**src/rtl/stk_pkg.sv**
```systemverilog
package stk_pkg;
    localparam int unsigned DW   = 8;
    localparam int unsigned AW   = 2 * DW;
    localparam int unsigned NREG = 8;
    localparam int unsigned IW   = $clog2(NREG);

    typedef logic [DW-1:0] byte_t;
    typedef logic [AW-1:0] word_t;

    typedef enum logic [2:0] {
        OP_PUSH = 3'd0,
        OP_POP  = 3'd1,
        OP_XSTK = 3'd2,
        OP_SPLD = 3'd3,
        OP_INC  = 3'd4,
        OP_DEC  = 3'd5,
        OP_SWAP = 3'd6,
        OP_NONE = 3'd7
    } op_e;

    typedef enum logic [3:0] {
        S_IDLE,
        S_PUSH_HI,
        S_PUSH_LO,
        S_POP_LO,
        S_POP_HI,
        S_POP_END,
        S_X_RD0,
        S_X_RD1,
        S_X_WR0,
        S_X_WR1,
        S_FIN
    } st_e;

    localparam logic [IW-1:0] IX_B = 3'd0;
    localparam logic [IW-1:0] IX_C = 3'd1;
    localparam logic [IW-1:0] IX_D = 3'd2;
    localparam logic [IW-1:0] IX_E = 3'd3;
    localparam logic [IW-1:0] IX_H = 3'd4;
    localparam logic [IW-1:0] IX_L = 3'd5;
    localparam logic [IW-1:0] IX_F = 3'd6;
    localparam logic [IW-1:0] IX_A = 3'd7;

    function automatic logic [IW-1:0] hi_of(input logic [1:0] p);
        case (p)
            2'd0:    return IX_B;
            2'd1:    return IX_D;
            2'd2:    return IX_H;
            default: return IX_A;
        endcase
    endfunction

    function automatic logic [IW-1:0] lo_of(input logic [1:0] p);
        case (p)
            2'd0:    return IX_C;
            2'd1:    return IX_E;
            2'd2:    return IX_L;
            default: return IX_F;
        endcase
    endfunction

    typedef struct packed {
        st_e                    st;
        logic [1:0]             pair;
        logic [NREG-1:0][DW-1:0] regs;
        word_t                  sp;
        byte_t                  tmp_lo;
        byte_t                  tmp_hi;
    } core_t;
endpackage

```
**src/rtl/stk_step.sv**
```systemverilog
module stk_step #(
    parameter int unsigned W    = 16,
    parameter bit          DOWN = 1'b0
) (
    input  logic [W-1:0] a,
    output logic [W-1:0] y
);
    generate
        if (DOWN) begin : g_down
            assign y = a - W'(1);
        end else begin : g_up
            assign y = a + W'(1);
        end
    endgenerate
endmodule

```
**src/rtl/stk_rdmux.sv**
```systemverilog
module stk_rdmux #(
    parameter int unsigned N = 8,
    parameter int unsigned W = 8,
    localparam int unsigned IW = $clog2(N)
) (
    input  logic [N-1:0][W-1:0] regs,
    input  logic [IW-1:0]       idx,
    output logic [W-1:0]        q
);
    assign q = regs[idx];
endmodule

```
**src/rtl/stk_engine.sv**
```systemverilog
module stk_engine
    import stk_pkg::*;
#(
    parameter word_t RESET_SP = '0
) (
    input  logic          clk,
    input  logic          rst_n,
    input  logic          start,
    input  logic [2:0]    op,
    input  logic [1:0]    pair,
    input  logic          reg_we,
    input  logic [IW-1:0] reg_idx,
    input  logic [DW-1:0] reg_wdata,
    input  logic [IW-1:0] rd_idx,
    output logic [DW-1:0] rd_data,
    output logic [AW-1:0] sp_out,
    output logic [AW-1:0] mem_addr,
    output logic [DW-1:0] mem_wdata,
    output logic          mem_we,
    output logic          mem_re,
    input  logic [DW-1:0] mem_rdata,
    output logic          busy,
    output logic          done
);
    core_t q, d;

    logic [IW-1:0] hi_i, lo_i, in_hi_i, in_lo_i;
    word_t         sel_w, sel_inc, sel_dec, sp_inc, sp_dec;

    assign hi_i    = hi_of(q.pair);
    assign lo_i    = lo_of(q.pair);
    assign in_hi_i = hi_of(pair);
    assign in_lo_i = lo_of(pair);
    assign sel_w   = (pair == 2'd3) ? q.sp : {q.regs[in_hi_i], q.regs[in_lo_i]};

    stk_step #(.W(AW), .DOWN(1'b0)) u_sp_inc  (.a(q.sp),  .y(sp_inc));
    stk_step #(.W(AW), .DOWN(1'b1)) u_sp_dec  (.a(q.sp),  .y(sp_dec));
    stk_step #(.W(AW), .DOWN(1'b0)) u_sel_inc (.a(sel_w), .y(sel_inc));
    stk_step #(.W(AW), .DOWN(1'b1)) u_sel_dec (.a(sel_w), .y(sel_dec));

    stk_rdmux #(.N(NREG), .W(DW)) u_rd (
        .regs (q.regs),
        .idx  (rd_idx),
        .q    (rd_data)
    );

    always_comb begin
        d         = q;
        mem_addr  = '0;
        mem_wdata = '0;
        mem_we    = 1'b0;
        mem_re    = 1'b0;
        done      = 1'b0;
        case (q.st)
            S_IDLE: begin
                if (start) begin
                    d.pair = pair;
                    case (op_e'(op))
                        OP_PUSH: d.st = S_PUSH_HI;
                        OP_POP:  d.st = S_POP_LO;
                        OP_XSTK: d.st = S_X_RD0;
                        OP_SPLD: begin
                            d.sp = {q.regs[IX_H], q.regs[IX_L]};
                            d.st = S_FIN;
                        end
                        OP_INC: begin
                            if (pair == 2'd3) begin
                                d.sp = sel_inc;
                            end else begin
                                d.regs[in_hi_i] = sel_inc[AW-1:DW];
                                d.regs[in_lo_i] = sel_inc[DW-1:0];
                            end
                            d.st = S_FIN;
                        end
                        OP_DEC: begin
                            if (pair == 2'd3) begin
                                d.sp = sel_dec;
                            end else begin
                                d.regs[in_hi_i] = sel_dec[AW-1:DW];
                                d.regs[in_lo_i] = sel_dec[DW-1:0];
                            end
                            d.st = S_FIN;
                        end
                        OP_SWAP: begin
                            d.regs[IX_H] = q.regs[IX_D];
                            d.regs[IX_D] = q.regs[IX_H];
                            d.regs[IX_L] = q.regs[IX_E];
                            d.regs[IX_E] = q.regs[IX_L];
                            d.st         = S_FIN;
                        end
                        default: d.st = S_FIN;
                    endcase
                end else if (reg_we) begin
                    d.regs[reg_idx] = reg_wdata;
                end
            end
            S_PUSH_HI: begin
                mem_addr  = sp_dec;
                mem_wdata = q.regs[hi_i];
                mem_we    = 1'b1;
                d.sp      = sp_dec;
                d.st      = S_PUSH_LO;
            end
            S_PUSH_LO: begin
                mem_addr  = sp_dec;
                mem_wdata = q.regs[lo_i];
                mem_we    = 1'b1;
                d.sp      = sp_dec;
                d.st      = S_FIN;
            end
            S_POP_LO: begin
                mem_addr = q.sp;
                mem_re   = 1'b1;
                d.st     = S_POP_HI;
            end
            S_POP_HI: begin
                d.regs[lo_i] = mem_rdata;
                mem_addr     = sp_inc;
                mem_re       = 1'b1;
                d.sp         = sp_inc;
                d.st         = S_POP_END;
            end
            S_POP_END: begin
                d.regs[hi_i] = mem_rdata;
                d.sp         = sp_inc;
                done         = 1'b1;
                d.st         = S_IDLE;
            end
            S_X_RD0: begin
                mem_addr = q.sp;
                mem_re   = 1'b1;
                d.st     = S_X_RD1;
            end
            S_X_RD1: begin
                d.tmp_lo = mem_rdata;
                mem_addr = sp_inc;
                mem_re   = 1'b1;
                d.st     = S_X_WR0;
            end
            S_X_WR0: begin
                d.tmp_hi  = mem_rdata;
                mem_addr  = q.sp;
                mem_wdata = q.regs[IX_L];
                mem_we    = 1'b1;
                d.st      = S_X_WR1;
            end
            S_X_WR1: begin
                mem_addr     = sp_inc;
                mem_wdata    = q.regs[IX_H];
                mem_we       = 1'b1;
                d.regs[IX_L] = q.tmp_lo;
                d.regs[IX_H] = q.tmp_hi;
                d.st         = S_FIN;
            end
            S_FIN: begin
                done = 1'b1;
                d.st = S_IDLE;
            end
            default: d.st = S_IDLE;
        endcase
    end

    always_ff @(posedge clk or negedge rst_n) begin
        if (!rst_n) begin
            q.st     <= S_IDLE;
            q.pair   <= '0;
            q.regs   <= '0;
            q.sp     <= RESET_SP;
            q.tmp_lo <= '0;
            q.tmp_hi <= '0;
        end else begin
            q <= d;
        end
    end

    assign busy   = (q.st != S_IDLE);
    assign sp_out = q.sp;
endmodule

```
**config.mk**
```make
export PLATFORM = sky130hd
export DESIGN_NAME = stk_engine
export DESIGN_NICKNAME = d
export VERILOG_FILES = /design/src/rtl/stk_pkg.sv /design/src/rtl/stk_step.sv /design/src/rtl/stk_rdmux.sv /design/src/rtl/stk_engine.sv
export SDC_FILE = /design/constraint.sdc
export NUM_CORES = 1
export LEC_CHECK = 0
export ABC_AREA = 1
export BUFFER_PORTS_ARGS = -buffer_cell sky130_fd_sc_hd__buf_2
export CAP_MARGIN = 20
export CORE_ASPECT_RATIO = 0.75
export CORE_MARGIN = 5
export CORE_UTILIZATION = 30
export DETAILED_ROUTE_END_ITERATION = 12
export SYNTH_ARGS = -nofsm -noshare
export SYNTH_HDL_FRONTEND = slang
export SYNTH_HIERARCHICAL = 1
export SYNTH_SLANG_ARGS = --single-unit
```
**constraint.sdc**
```tcl
create_clock -name clk -period 3.3 [get_ports clk]
set_clock_uncertainty 0.05 [all_clocks]
set_input_delay 0 -clock clk [delete_from_list [all_inputs] [get_ports clk]]
set_output_delay 0 -clock clk [all_outputs]
set_load 0.005 [all_outputs]
```
Word level (Yosys, flattened, before mapping)
Cells that the tools add are included.
{"block": "totals", "register_bits": 102, "in_bits": 31, "word_cells": 139, "output_inout_bits": 52}
{"block": "classes", "n_lt_le_gt_ge": 11, "n_eq_ne": 30, "n_mux": 55, "addsub": 4, "n_reduce_logical": 26}
{"cell": "$bwmux 64", "count": 7}
{"cell": "$mux 64", "count": 4}
{"cell": "$pmux 16 s3", "count": 4}
{"cell": "$pmux 32 s3", "count": 2}
{"cell": "$bmux 8 s3", "count": 5}
{"cell": "$demux 8 s3", "count": 5}
{"cell": "$mux 8", "count": 10}
{"cell": "$mux 16", "count": 4}
{"cell": "$pmux 16 s2", "count": 2}
{"cell": "$pmux 16 s4", "count": 1}
{"cell": "$pmux 3 s3", "count": 4}
{"cell": "$add 16x1->16 const B", "count": 2}
{"cell": "$pmux 4 s8", "count": 1}
{"cell": "$pmux 8 s4", "count": 1}
{"cell": "$sub 16x1->16 const B", "count": 2}
{"cell": "$lt 3x4->1 const B", "count": 6}
{"cell": "$reduce_and 5->1", "count": 4}
{"cell": "$eq 4x3->1 const B", "count": 4}
{"cell": "$ge 3x1->1 const B", "count": 5}
{"cell": "$eq 4x4->1 const B", "count": 3}
{"cell": "$pmux 4 s3", "count": 1}
{"cell": "$eq 3x3->1 const B", "count": 3}
{"cell": "$ne 3x3->1 const B", "count": 3}
{"cell": "$eq 4x2->1 const B", "count": 2}
{"cell": "other kinds (22)", "count": 41}

Logic depth before layout (Yosys ltp)
{"block": "depth", "ltp_word": 12, "mapped_depth": 23, "ltp_nobuf": 21}

Modules after synthesis
Netlist, hierarchy kept.
{"module": "stk_engine", "seq_area_each_um2": 2552.4, "area_each_um2": 10043.4, "cells_each": 1745, "instances": 1}
{"module": "stk_rdmux", "seq_area_each_um2": 0.0, "area_each_um2": 933.4, "cells_each": 214, "instances": 1}
{"module": "stk_step at u_sel_dec ...", "seq_area_each_um2": 0.0, "area_each_um2": 427.9, "cells_each": 81, "instances": 2}
{"module": "stk_step at u_sel_inc", "seq_area_each_um2": 0.0, "area_each_um2": 397.9, "cells_each": 72, "instances": 1}
{"module": "stk_step at u_sp_inc", "seq_area_each_um2": 0.0, "area_each_um2": 386.6, "cells_each": 75, "instances": 1}

Worst setup path after synthesis
Ideal clock, no wire load.
{"block": "synth_path", "path_kind": "in2reg", "start": "in pair[0]", "end": "reg with a tool-made name", "arrival_ps": 2406, "path_slack_ps": 779, "path_buffers": 2, "setup_time_ps": 65, "cell_stages": 18, "t_required_ps": 3185, "cell_sequence": "buf_2 > nand2_1 > clkbuf_1 > o22ai_1 > a221o_1 > inv_1 > ha_1 > nand3_2 > nor2_4 > xor2_1 > inv_1 > nand2_1 > nand3_1 > nand3_1 > nand2_1 > nand2_1 > nand3_1 > nand2_1"}
{"item": "start: declaration", "line_no": "stk_engine.sv:10", "rtl": "input logic [1:0] pair,"}

==> metrics.cfg <==
[clock_network]
root_buffer = clkbuf_16
numClockSinks = 102
cts_buffer_depth = 2
cts_buffers = 9
h-tree-depth = 3
clk_pin_slew_worst_paths_ns = 0.08
clk_latency_ns = 0.40
cts_tree = done

[timing]
finalCritPeriodShare_pct = 96.5
finalMaxSlewViolations = 0
hold_viol = 0
relSlewSlack_pct = 44.4
worst_slew_pin_slew_ns = 0.834
clock.fmax_mhz = 314
period_needed_ns = 3.19
rsz0062_at_grt = no
tns_ns = 0
hold_ws_ns = 0.0615
worst_slack_ns = 0.114
setup_viol = 0

[layout]
fin_nets = 2383
fin_util_pct = 34.1
synthToLayoutAreaGrowth_pct = 12.9
stdcell_count = 2922
design_area_um2 = 14200
drive_gt1_share_pct = 13.5
fillerInstances = 4782

[drt]
drc = 0
wl_per_cell_um = 22.8
dr.pass1.iters = 6
via_per_inst = 5.62
drt_iter0_markers = 2731
via_count = 16422
routed_wl_um = 66800
antenna_left = 0

[grt]
met2_usage_pct = 38.4
grt_util_met3_pct = 9.46
grtUsageTotal_pct = 28.1
grt_pass1_wl_um = 98300
grt_overflow_total = 0
grt_max_degree = 65
antenna_found_initial = 2
grt_pass1_vias = 14892
gr-max-usage-layer = met1
grt_use_met1_pct = 41.1

[place]
portBuffers = 82
finalWeightedCongestion = 1.10
place_inst = 2901
place_area_um2 = 13900
dp_hpwl_um = 52000
dpl_worst_slack_ns = 0.261

[synthesis]
synth_nets = 2303
synthCells = 2268
synth_area_um2 = 12600
async_reset_ff_share_pct = 100
synth_edf_count = 0
synth.avg_cell_area_um2 = 5.56
synthFlopType = dfrtp_1
yosysWarningCount = 6
ys_seq_elements = 102
synth_cell_types = 43
ys_seq_area_share_pct = 20.2

[power]
leakage_nw = 7.24
ir_drop_uv = 564
power_mw = 12.4
power_density_nw_per_um2 = 873

[status]
outcome = finished, final reports clean

[critical_path]
arrival_ns = 3.48
r2r_slack_ns = 0.14
critPathCaptureType = flip-flop
cp-start-kind = primary input
cp_max_fo = 14
reg2reg_depth = 16
critical_path_class = primary input to flip-flop
startpoint = pair[0]
required_ns = 3.59
rr_startpoint = sp_out[8]$_DFFE_PN0P_

[floorplanning]
io_pins = 83
start_util_pct = 30.2
core_um2 = 41800
die_x_um = 247
die_area_um2 = 46300
die-height_um = 188
fp-row-count = 65

[worst_hold_path]
min_from = mem_rdata[4]
hold_path_class = primary input to flip-flop

[run]
max_cap_violations = 0

## layer usage
| layer | up-vias | routed length (um) |
|---|---|---|
| met2 | 1097 | 26000 |
| met5 | - | 11 |
| li1 | 7427 | - |
| met4 | 2 | 2610 |
| met1 | 7732 | 28600 |
| met3 | 164 | 9470 |
## power breakdown
| part | leakage [nW] | switching (mW) | internal [mW] | total, mW |
|---|---|---|---|---|
| Combinational | 5.77 | 6.11 | 2.56 | 8.68 |
| Sequential | 1.34 | 0.889 | 1.75 | 2.64 |
| Clock | 0.128 | 0.586 | 0.534 | 1.12 |
## logic make-up (layout without fill, tap and decap cells)
family | after synthesis | in the layout | share of synthesized area, %
xor gates and xnor gates | 26 | 26 | 1.92
and+or+nand+nor | 1430 | 1430 | 49.7
DFF | 102 | 102 | 20.2
adders and majority gates | 4 | 4 | 0.397
buffers and inverters | 390 | 474 | 13.1
other | 0 | 1 | 0
AOI/OAI and AO/OA | 316 | 316 | 14.6
## area by class of cell
cell class                      count  area, um2  area share [%]
Antenna cell                        1       2.50          0.0176
Clock inverter                      4       32.5           0.228
Tap cell                          569        712            5.00
Inverter                          273       1030            7.21
Clock buffer                       11        243            1.70
Sequential cell                   102       2550            17.9
Multi-Input combinational cell   1776       8420            59.1
Timing Repair Buffer              186       1260            8.82
## what timing repair did
item | 4_1_cts | 5_1_grt
resized for setup | 0 | 9
hold endpoints to repair | 58 | 0
endpoints found under the setup margin | 0 | 17
setup buffers | 0 | 0
hold buffers | 5 | 0
## synthesized netlist by cell type (8+ instances only)
master	instances	area (um2)
o21ai_1	40	200
o22ai_1	37	231
inv_1	252	946
nand2_1	891	3340
clkbuf_1	43	161
nor2_1	165	619
o211ai_1	35	263
xnor2_1	8	70.1
nand3b_1	29	218
xor2_1	16	140
nor2_4	17	191
nor3_1	33	165
a21oi_1	83	415
nor2_2	36	225
buf_2	39	195
o2111ai_1	16	140
nand3_2	9	90.1
nand4_1	37	231
inv_2	17	63.8
nand2_2	24	150
nand3_1	174	871
dfrtp_1	102	2550
o21ai_0	86	430
a221o_1	9	90.1
buf_4	22	165
## layout by cell type, fill, tap and decap left out, types with 5 or more instances in the layout
master,n
dlygate4sd3_1,5
nor3_1,33
dfrtp_1,102
nand2_2,24
nor2_2,36
o21ai_0,80
nand3_1,173
a221o_1,8
nand3b_1,29
clkbuf_16,9
nor2_4,17
nand4_1,37
nand2_1,891
xor2_1,15
o2111ai_1,16
buf_2,81
inv_2,17
nand3_2,10
o22ai_1,37
nor2_1,165
o211ai_1,35
buf_4,96
a21oi_1,83
inv_1,252
o21ai_1,46
xnor2_1,8
## how the worst min path moves through the flow
stage                              endpoint  cells past startpoint
after detailed placement   q[0]$_DFFE_PN0N_                      1
after global routing      q[12]$_DFFE_PN0P_                      3
after floorplan                   async pin                      0
after global placement     q[0]$_DFFE_PN0N_                      1
final                     q[12]$_DFFE_PN0P_                      3
after CTS                 q[12]$_DFFE_PN0P_                      3
## critical path: stages
cell and delay, ns:
dlygate4sd3_1 0.53, buf_2 0.21, inv_1 0.08, nand2_1 0.20
buf_4 0.28, o22ai_1 0.21, o22ai_1 0.10, inv_1 0.21
nand2_1 0.19, nor2_2 0.25, nand4_1 0.11, nand2_1 0.12
inv_1 0.07, o21ai_0 0.39, buf_4 0.19, nand2_1 0.04
nand2_1 0.06, nand2_1 0.04, nand2_1 0.07, nand2_1 0.05
nand2_1 0.05
Power figures use the tool's default switching activity.
